$ cat src/rtl/fapPkg.sv
package fapPkg;
  parameter int CHAIN_LEN = 16;
  localparam int IDX_W = $clog2(CHAIN_LEN);
  localparam logic [15:0] TRAP_VEC = 16'h009B;

  typedef enum logic [1:0] {
    TGT_ACC = 2'd0,
    TGT_DBG = 2'd1,
    TGT_DIS = 2'd2,
    TGT_EN  = 2'd3
  } progTgtE;

  typedef struct packed {
    logic             setAcc;
    logic             setDbg;
    logic             setDis;
    logic             setEn;
    logic [IDX_W-1:0] idx;
    logic             accept;
    logic             reject;
  } progStrobeS;
endpackage

$ cat src/rtl/fapCtrl.sv
module fapCtrl
  import fapPkg::*;
(
  input  logic                 progStrobe,
  input  logic [1:0]           progTarget,
  input  logic [IDX_W-1:0]     progIndex,
  input  logic                 accBit,
  input  logic                 dbgBit,
  input  logic [CHAIN_LEN-1:0] disBits,
  input  logic [CHAIN_LEN-1:0] enBits,
  output progStrobeS           strobes
);
  logic allowed;
  logic prevEnDone;

  // Enable cell of the previous chain entry, or the cells that guard entry 0
  always_comb begin
    if (progIndex == '0) prevEnDone = !accBit && !dbgBit;
    else                 prevEnDone = !enBits[progIndex - 1'b1];
  end

  always_comb begin
    strobes = '0;
    strobes.idx = progIndex;
    allowed = 1'b0;
    case (progTgtE'(progTarget))
      TGT_ACC: allowed = accBit;
      TGT_DBG: allowed = dbgBit;
      TGT_DIS: allowed = disBits[progIndex] && prevEnDone;
      TGT_EN:  allowed = enBits[progIndex] && !disBits[progIndex];
      default: allowed = 1'b0;
    endcase
    if (progStrobe) begin
      strobes.accept = allowed;
      strobes.reject = !allowed;
      strobes.setAcc = allowed && (progTgtE'(progTarget) == TGT_ACC);
      strobes.setDbg = allowed && (progTgtE'(progTarget) == TGT_DBG);
      strobes.setDis = allowed && (progTgtE'(progTarget) == TGT_DIS);
      strobes.setEn  = allowed && (progTgtE'(progTarget) == TGT_EN);
    end
  end
endmodule

$ cat src/rtl/fapData.sv
module fapData
  import fapPkg::*;
(
  input  logic                 clk,
  input  logic                 rstN,
  input  progStrobeS           strobes,
  input  logic                 accValid,
  input  logic                 accWrite,
  input  logic                 fetchFromFlash,
  input  logic                 fromPeriph,
  output logic                 accBit,
  output logic                 dbgBit,
  output logic [CHAIN_LEN-1:0] disBits,
  output logic [CHAIN_LEN-1:0] enBits,
  output logic                 progAccept,
  output logic                 progReject,
  output logic                 accGrant,
  output logic                 dummySel,
  output logic                 trapReq,
  output logic [15:0]          trapVector,
  output logic                 protActive
);
  localparam int LAST = CHAIN_LEN - 1;

  logic [CHAIN_LEN-1:0] offAt;
  logic                 protOff;
  logic                 trapNext;

  always_ff @(posedge clk or negedge rstN) begin
    if (!rstN) begin
      accBit     <= 1'b1;
      dbgBit     <= 1'b1;
      disBits    <= '1;
      enBits     <= '1;
      progAccept <= 1'b0;
      progReject <= 1'b0;
      trapReq    <= 1'b0;
    end else begin
      if (strobes.setAcc) accBit <= 1'b0;
      if (strobes.setDbg) dbgBit <= 1'b0;
      if (strobes.setDis) disBits[strobes.idx] <= 1'b0;
      if (strobes.setEn)  enBits[strobes.idx]  <= 1'b0;
      progAccept <= strobes.accept;
      progReject <= strobes.reject;
      trapReq    <= trapNext;
    end
  end

  // Entry k ends the chain on a disable cell: its disable is used, its enable is not,
  // and the next entry's disable is still erased
  for (genvar k = 0; k < CHAIN_LEN; k++) begin : gChain
    if (k == LAST) begin : gTail
      assign offAt[k] = !disBits[k] && enBits[k];
    end else begin : gBody
      assign offAt[k] = !disBits[k] && enBits[k] && disBits[k+1];
    end
  end

  assign protOff    = |offAt;
  assign protActive = !accBit && !protOff;

  always_comb begin
    accGrant = 1'b0;
    dummySel = 1'b0;
    if (accValid) begin
      if (!protActive) begin
        accGrant = 1'b1;
      end else if (fromPeriph || !fetchFromFlash) begin
        dummySel = !accWrite;
      end else begin
        accGrant = 1'b1;
      end
    end
  end

  assign trapNext   = accValid && !accWrite && protActive && !fromPeriph && !fetchFromFlash;
  assign trapVector = trapReq ? TRAP_VEC : 16'h0000;

  // cells only move from erased to programmed
  a_r3_one_way: assert property (@(posedge clk) disable iff (!rstN)
    1'b1 |=> (((disBits & ~$past(disBits)) == '0) && ((enBits & ~$past(enBits)) == '0)));
  // a rejected request left every cell as it was
  a_r3_reject_stable: assert property (@(posedge clk) disable iff (!rstN)
    progReject |-> ($stable(disBits) && $stable(enBits) && $stable(accBit) && $stable(dbgBit)));
  a_r2_pulse_exclusive: assert property (@(posedge clk) disable iff (!rstN)
    $onehot0({progAccept, progReject}));
  // a trap follows a denied read
  a_r7_trap_cause: assert property (@(posedge clk) disable iff (!rstN)
    trapReq |-> $past(accValid && !accWrite && !accGrant && !fromPeriph));
  // peripheral engine never reaches protected flash
  a_r9_periph_block: assert property (@(posedge clk) disable iff (!rstN)
    (protActive && accValid && fromPeriph) |-> !accGrant);
  // without protection nothing is filtered
  a_r10_open: assert property (@(posedge clk) disable iff (!rstN)
    (!protActive && accValid) |-> (accGrant && !dummySel));
  // a programmed chain never holds more than one open-ended disable
  a_r6_single_tail: assert property (@(posedge clk) disable iff (!rstN)
    $onehot0(offAt));
endmodule

$ cat src/rtl/fapGuard.sv
module fapGuard
  import fapPkg::*;
(
  input  logic             clk,
  input  logic             rstN,
  input  logic             progStrobe,
  input  logic [1:0]       progTarget,
  input  logic [IDX_W-1:0] progIndex,
  input  logic             accValid,
  input  logic             accWrite,
  input  logic             fetchFromFlash,
  input  logic             fromPeriph,
  output logic             progAccept,
  output logic             progReject,
  output logic             accGrant,
  output logic             dummySel,
  output logic             trapReq,
  output logic [15:0]      trapVector,
  output logic             protActive
);
  progStrobeS           strobes;
  logic                 accBit;
  logic                 dbgBit;
  logic [CHAIN_LEN-1:0] disBits;
  logic [CHAIN_LEN-1:0] enBits;

  fapCtrl uCtrl (
    .progStrobe (progStrobe),
    .progTarget (progTarget),
    .progIndex  (progIndex),
    .accBit     (accBit),
    .dbgBit     (dbgBit),
    .disBits    (disBits),
    .enBits     (enBits),
    .strobes    (strobes)
  );

  fapData uData (
    .clk            (clk),
    .rstN           (rstN),
    .strobes        (strobes),
    .accValid       (accValid),
    .accWrite       (accWrite),
    .fetchFromFlash (fetchFromFlash),
    .fromPeriph     (fromPeriph),
    .accBit         (accBit),
    .dbgBit         (dbgBit),
    .disBits        (disBits),
    .enBits         (enBits),
    .progAccept     (progAccept),
    .progReject     (progReject),
    .accGrant       (accGrant),
    .dummySel       (dummySel),
    .trapReq        (trapReq),
    .trapVector     (trapVector),
    .protActive     (protActive)
  );
endmodule

$ cat config.mk
export PLATFORM = sky130hd
export DESIGN_NAME = fapGuard
export DESIGN_NICKNAME = d
export VERILOG_FILES = /design/src/rtl/fapPkg.sv /design/src/rtl/fapCtrl.sv /design/src/rtl/fapData.sv /design/src/rtl/fapGuard.sv
export SDC_FILE = /design/constraint.sdc
export NUM_CORES = 1
export LEC_CHECK = 0
export ABC_AREA = 1
export BUFFER_PORTS_ARGS = -buffer_cell sky130_fd_sc_hd__buf_2
export CORE_MARGIN = 2
export CORE_UTILIZATION = 31
export DETAILED_ROUTE_END_ITERATION = 10
export HOLD_SLACK_MARGIN = 0.12
export PLACE_DENSITY = 0.57
export REMOVE_ABC_BUFFERS = 1
export SYNTH_ARGS = -nofsm -noshare
export SYNTH_HDL_FRONTEND = slang
export SYNTH_SLANG_ARGS = --single-unit
export TNS_END_PERCENT = 100
$ cat constraint.sdc
create_clock -name clk -period 3.5 [get_ports clk]
set_input_delay 0.525 -clock clk [delete_from_list [all_inputs] [get_ports clk]]
set_output_delay 0.525 -clock clk [all_outputs]
set_load 0.02 [all_outputs]
==> impl_metrics.csv <==
group,metric,value,unit
finish,n_antenna_cell,0,
yosys,synth_area,2480,sq um
setup_path,endpoint_kind,"output port",
cts,cts_setup_buffers,0,
setup_path,reg2reg_from,"uData.disBits[7]",
finish,multi_input_area,1120,sq um
setup_path,start_kind,"register",
die,start_util,32.1,%
setup_path,cp_top_family,"simple AND/OR/NAND/NOR gates",
setup_path,worstRegToRegCells,11,
die,dieArea,8740,sq um
cts,clockBufferDepth,2,
yosys,syn-mean-instance-area,7.41,sq um
die,row_count,32,
timing,min_period_over_period,71.8,%
route,vias_per_cell,4.70,
pwr,total_power,0.00111,W
setup_path,crit_end,"dummySel",
route,first_pass_iters,4,
route,vias,2120,
yosys,synthAdderAreaFrac,2.02,%
timing,max_slew_margin,44.5,%
global_routing,track_usage,15.3,%
setup_path,crit_path_max_incr_delay,540,ps
yosys,synth_xor_area_share,0,%
finish,fill_cells,862,
pwr,swShare,33.9,%
finish,area_growth,5.89,%
setup_path,cp.depth,9,
timing,fin_crit,2510,ps
route,drt_iter0_drc,126,
die,die_y,93.5,um
cts,ctsRootBufferMaster,"clkbuf_8",
global_routing,grt_pass1_vias,2159,
route,final_antenna_net_count,0,
route,wl_per_cell,13.6,um
route,finalWirelength,6.14,mm
setup_path,critPathLaunch,"uData.disBits[3]",
pwr,netSwitchingPower,0.000376,W
setup_path,r2r_slack,1770,ps
setup_path,worstSetupPathType,"register to output port",
setup_path,r2r_end,"uData.disBits[15]",
timing,max_freq,398,MHz
timing,tightest_slew,832,ps
cts,clock_latency,290,ps
die,die_w,93.5,um
yosys,muxShareOfSynthArea,0,%
timing,rsz0062_at_grt,"false",
setup_path,crit_arrival,1990,ps
setup_path,cpMaxStageDelayCell,"dfstp_2",
timing,timing.final.hold_violations,0,
setup_path,crit_chain,"inv_1, nand3_1, nand4_1, nor4_1, nand2_1, inv_1, nand2_1, nor2_1, buf_2",
place,port_buffers,23,
outcome,status,"finished clean",
yosys,ys_ff_latch,37,
yosys,yosys_warnings,0,
cts,path_clk_slew,70,ps
yosys,seq_area_frac_synth,39.0,%
die,boundaryPins,35,
pwr,combPwrFrac,26.9,%
global_routing,antenna_found_initial,0,
cts,ctsHoldBuffers,0,
global_routing,grt_overflow,0,
finish,drive_gt1_share,24.9,%
finish,final_common_cell,"nand2_1",
place,dpl.hpwl,4.50,mm
cts,clock_sinks,37,
pwr,internal_power,0.000732,W
finish,regArea,968,sq um
cts,postCtsResizedCells,0,
die,core_area,7730,sq um
timing,fin_skew,5.72,ps
route,drc,0,
finish,nNetsFinal,365,
pwr,pwr-share-seq,47.3,%
pwr,power.leakage,1.39,nW
yosys,synth_compound_area_share,9.97,%
timing,drv_slew,0,
pwr,pwr-share-clk,25.8,%
finish,mostFrequentLayoutCells,"84 x nand2_1, 50 x inv_1, 44 x nand3_1",
yosys,synth_top_family_by_area,"simple AND/OR/NAND/NOR gates",
setup_path,path_buf_inv,3,
global_routing,grt_max_degree,38,
cts,cts_buffers,5,
cts,htree_num_levels,2,
yosys,synth-simple-area-share,31.4,%
pwr,vdd_drop_max,137,uV
timing,setup_viol,0,
run,drv_cap,0,
setup_path,crit_fanout,3,
yosys,synth_cells,335,
yosys,synth.distinct_cells,31,
timing,fin_setup_tns,0,ps
place,gp_congestion,0.885,
setup_path,crit_required,2970,ps
cts,cts_tree,"yes",
pwr,power-per-cell-area,422,nW/um^2
global_routing,grt_pass1_wl,10.5,mm
hold_path,hp-class,"input pin to asynchronous set/reset pin",
## cell usage after synthesis, drive strengths merged
library cell / n / area [sq um]
dfstp: 34 / 893
buf: 25 / 206
a21oi: 20 / 138
ha: 4 / 50.1
dfrtp: 3 / 75.1
clkinv: 2 / 7.51
nor2: 24 / 126
nand3b: 1 / 7.51
conb: 1 / 3.75
nor4: 3 / 18.8
o21ai: 2 / 10.0
a31oi: 16 / 100
nand4: 2 / 12.5
nand2: 87 / 339
nand3: 45 / 230
or2: 1 / 6.26
clkbuf: 2 / 7.51
nor3: 8 / 40.0
inv: 55 / 211
## state kept, by name (all words and copies together), names as in the netlist
signal and count:
uData.dbgBit 1, uData.enBits 16, uData.accBit 1, uData.trapReq 1, uData.progAccept 1, uData.disBits 16, uData.progReject 1
## power by group through the flow
| stage | sequential, W | combinational [W] | clock [W] |
|---|---|---|---|
| 2_1_floorplan | 0.000531 | 0.000198 | 0 |
| 3_3_place_gp | 0.000530 | 0.000297 | 0 |
| 3_5_place_dp | 0.000531 | 0.000299 | 0 |
| 4_1_cts | 0.000524 | 0.000300 | 0.000299 |
| 5_1_grt | 0.000530 | 0.000340 | 0.000315 |
| 6_report | 0.000524 | 0.000298 | 0.000286 |
## metrics by stage
step	utilization (%)	setup WS, ps	cell area (sq um)	instances	hold WS, ps
after floorplan	-	1470	2310	318	229
after global placement	33.0	818	2550	443	473
after detailed placement	33.0	816	2550	443	474
after CTS	34.0	974	2630	451	371
after global routing	34.0	842	2630	451	404
final	34.0	988	2630	451	342
## area by class of cell
type	instances	area share, %
Clock buffer	8	3.04
Inverter	57	8.33
Multi-Input combinational cell	224	42.6
Sequential cell	37	36.8
Tap cell	102	4.85
Timing Repair Buffer	23	4.38
## metal layers
layer	global-route usage [%]	vias up	share of wire, %
met4	5.27	0	2.3
met3	4.11	13	5.2
li1	-	1061	-
met2	23.7	60	45
met1	20.5	986	47
met5	0	-	0
## worst reg2reg max path: cells and delay by family, from the launching register on
family                 cells  cell delay (ps)
DFF                        1              530
buffers and inverters      1               90
and+or+nand+nor            9              900
AOI/OAI and AO/OA          1              120
## worst min-delay path by stage
stage / startpoint / to
floorplan: rstN / uData.progAccept
global placement: uData.disBits[5] / uData.disBits[5]
detailed placement: uData.disBits[5] / uData.disBits[5]
CTS: rstN / uData.trapReq
global route: rstN / uData.trapReq
finish: rstN / uData.trapReq
## cells by family after synthesis
kind of cell    after synthesis
fa+ha+maj                     4
other cells                   1
simple gates                171
flops                        37
compound gates               38
buf+inv                      84
(Power assumes the default switching activity.)
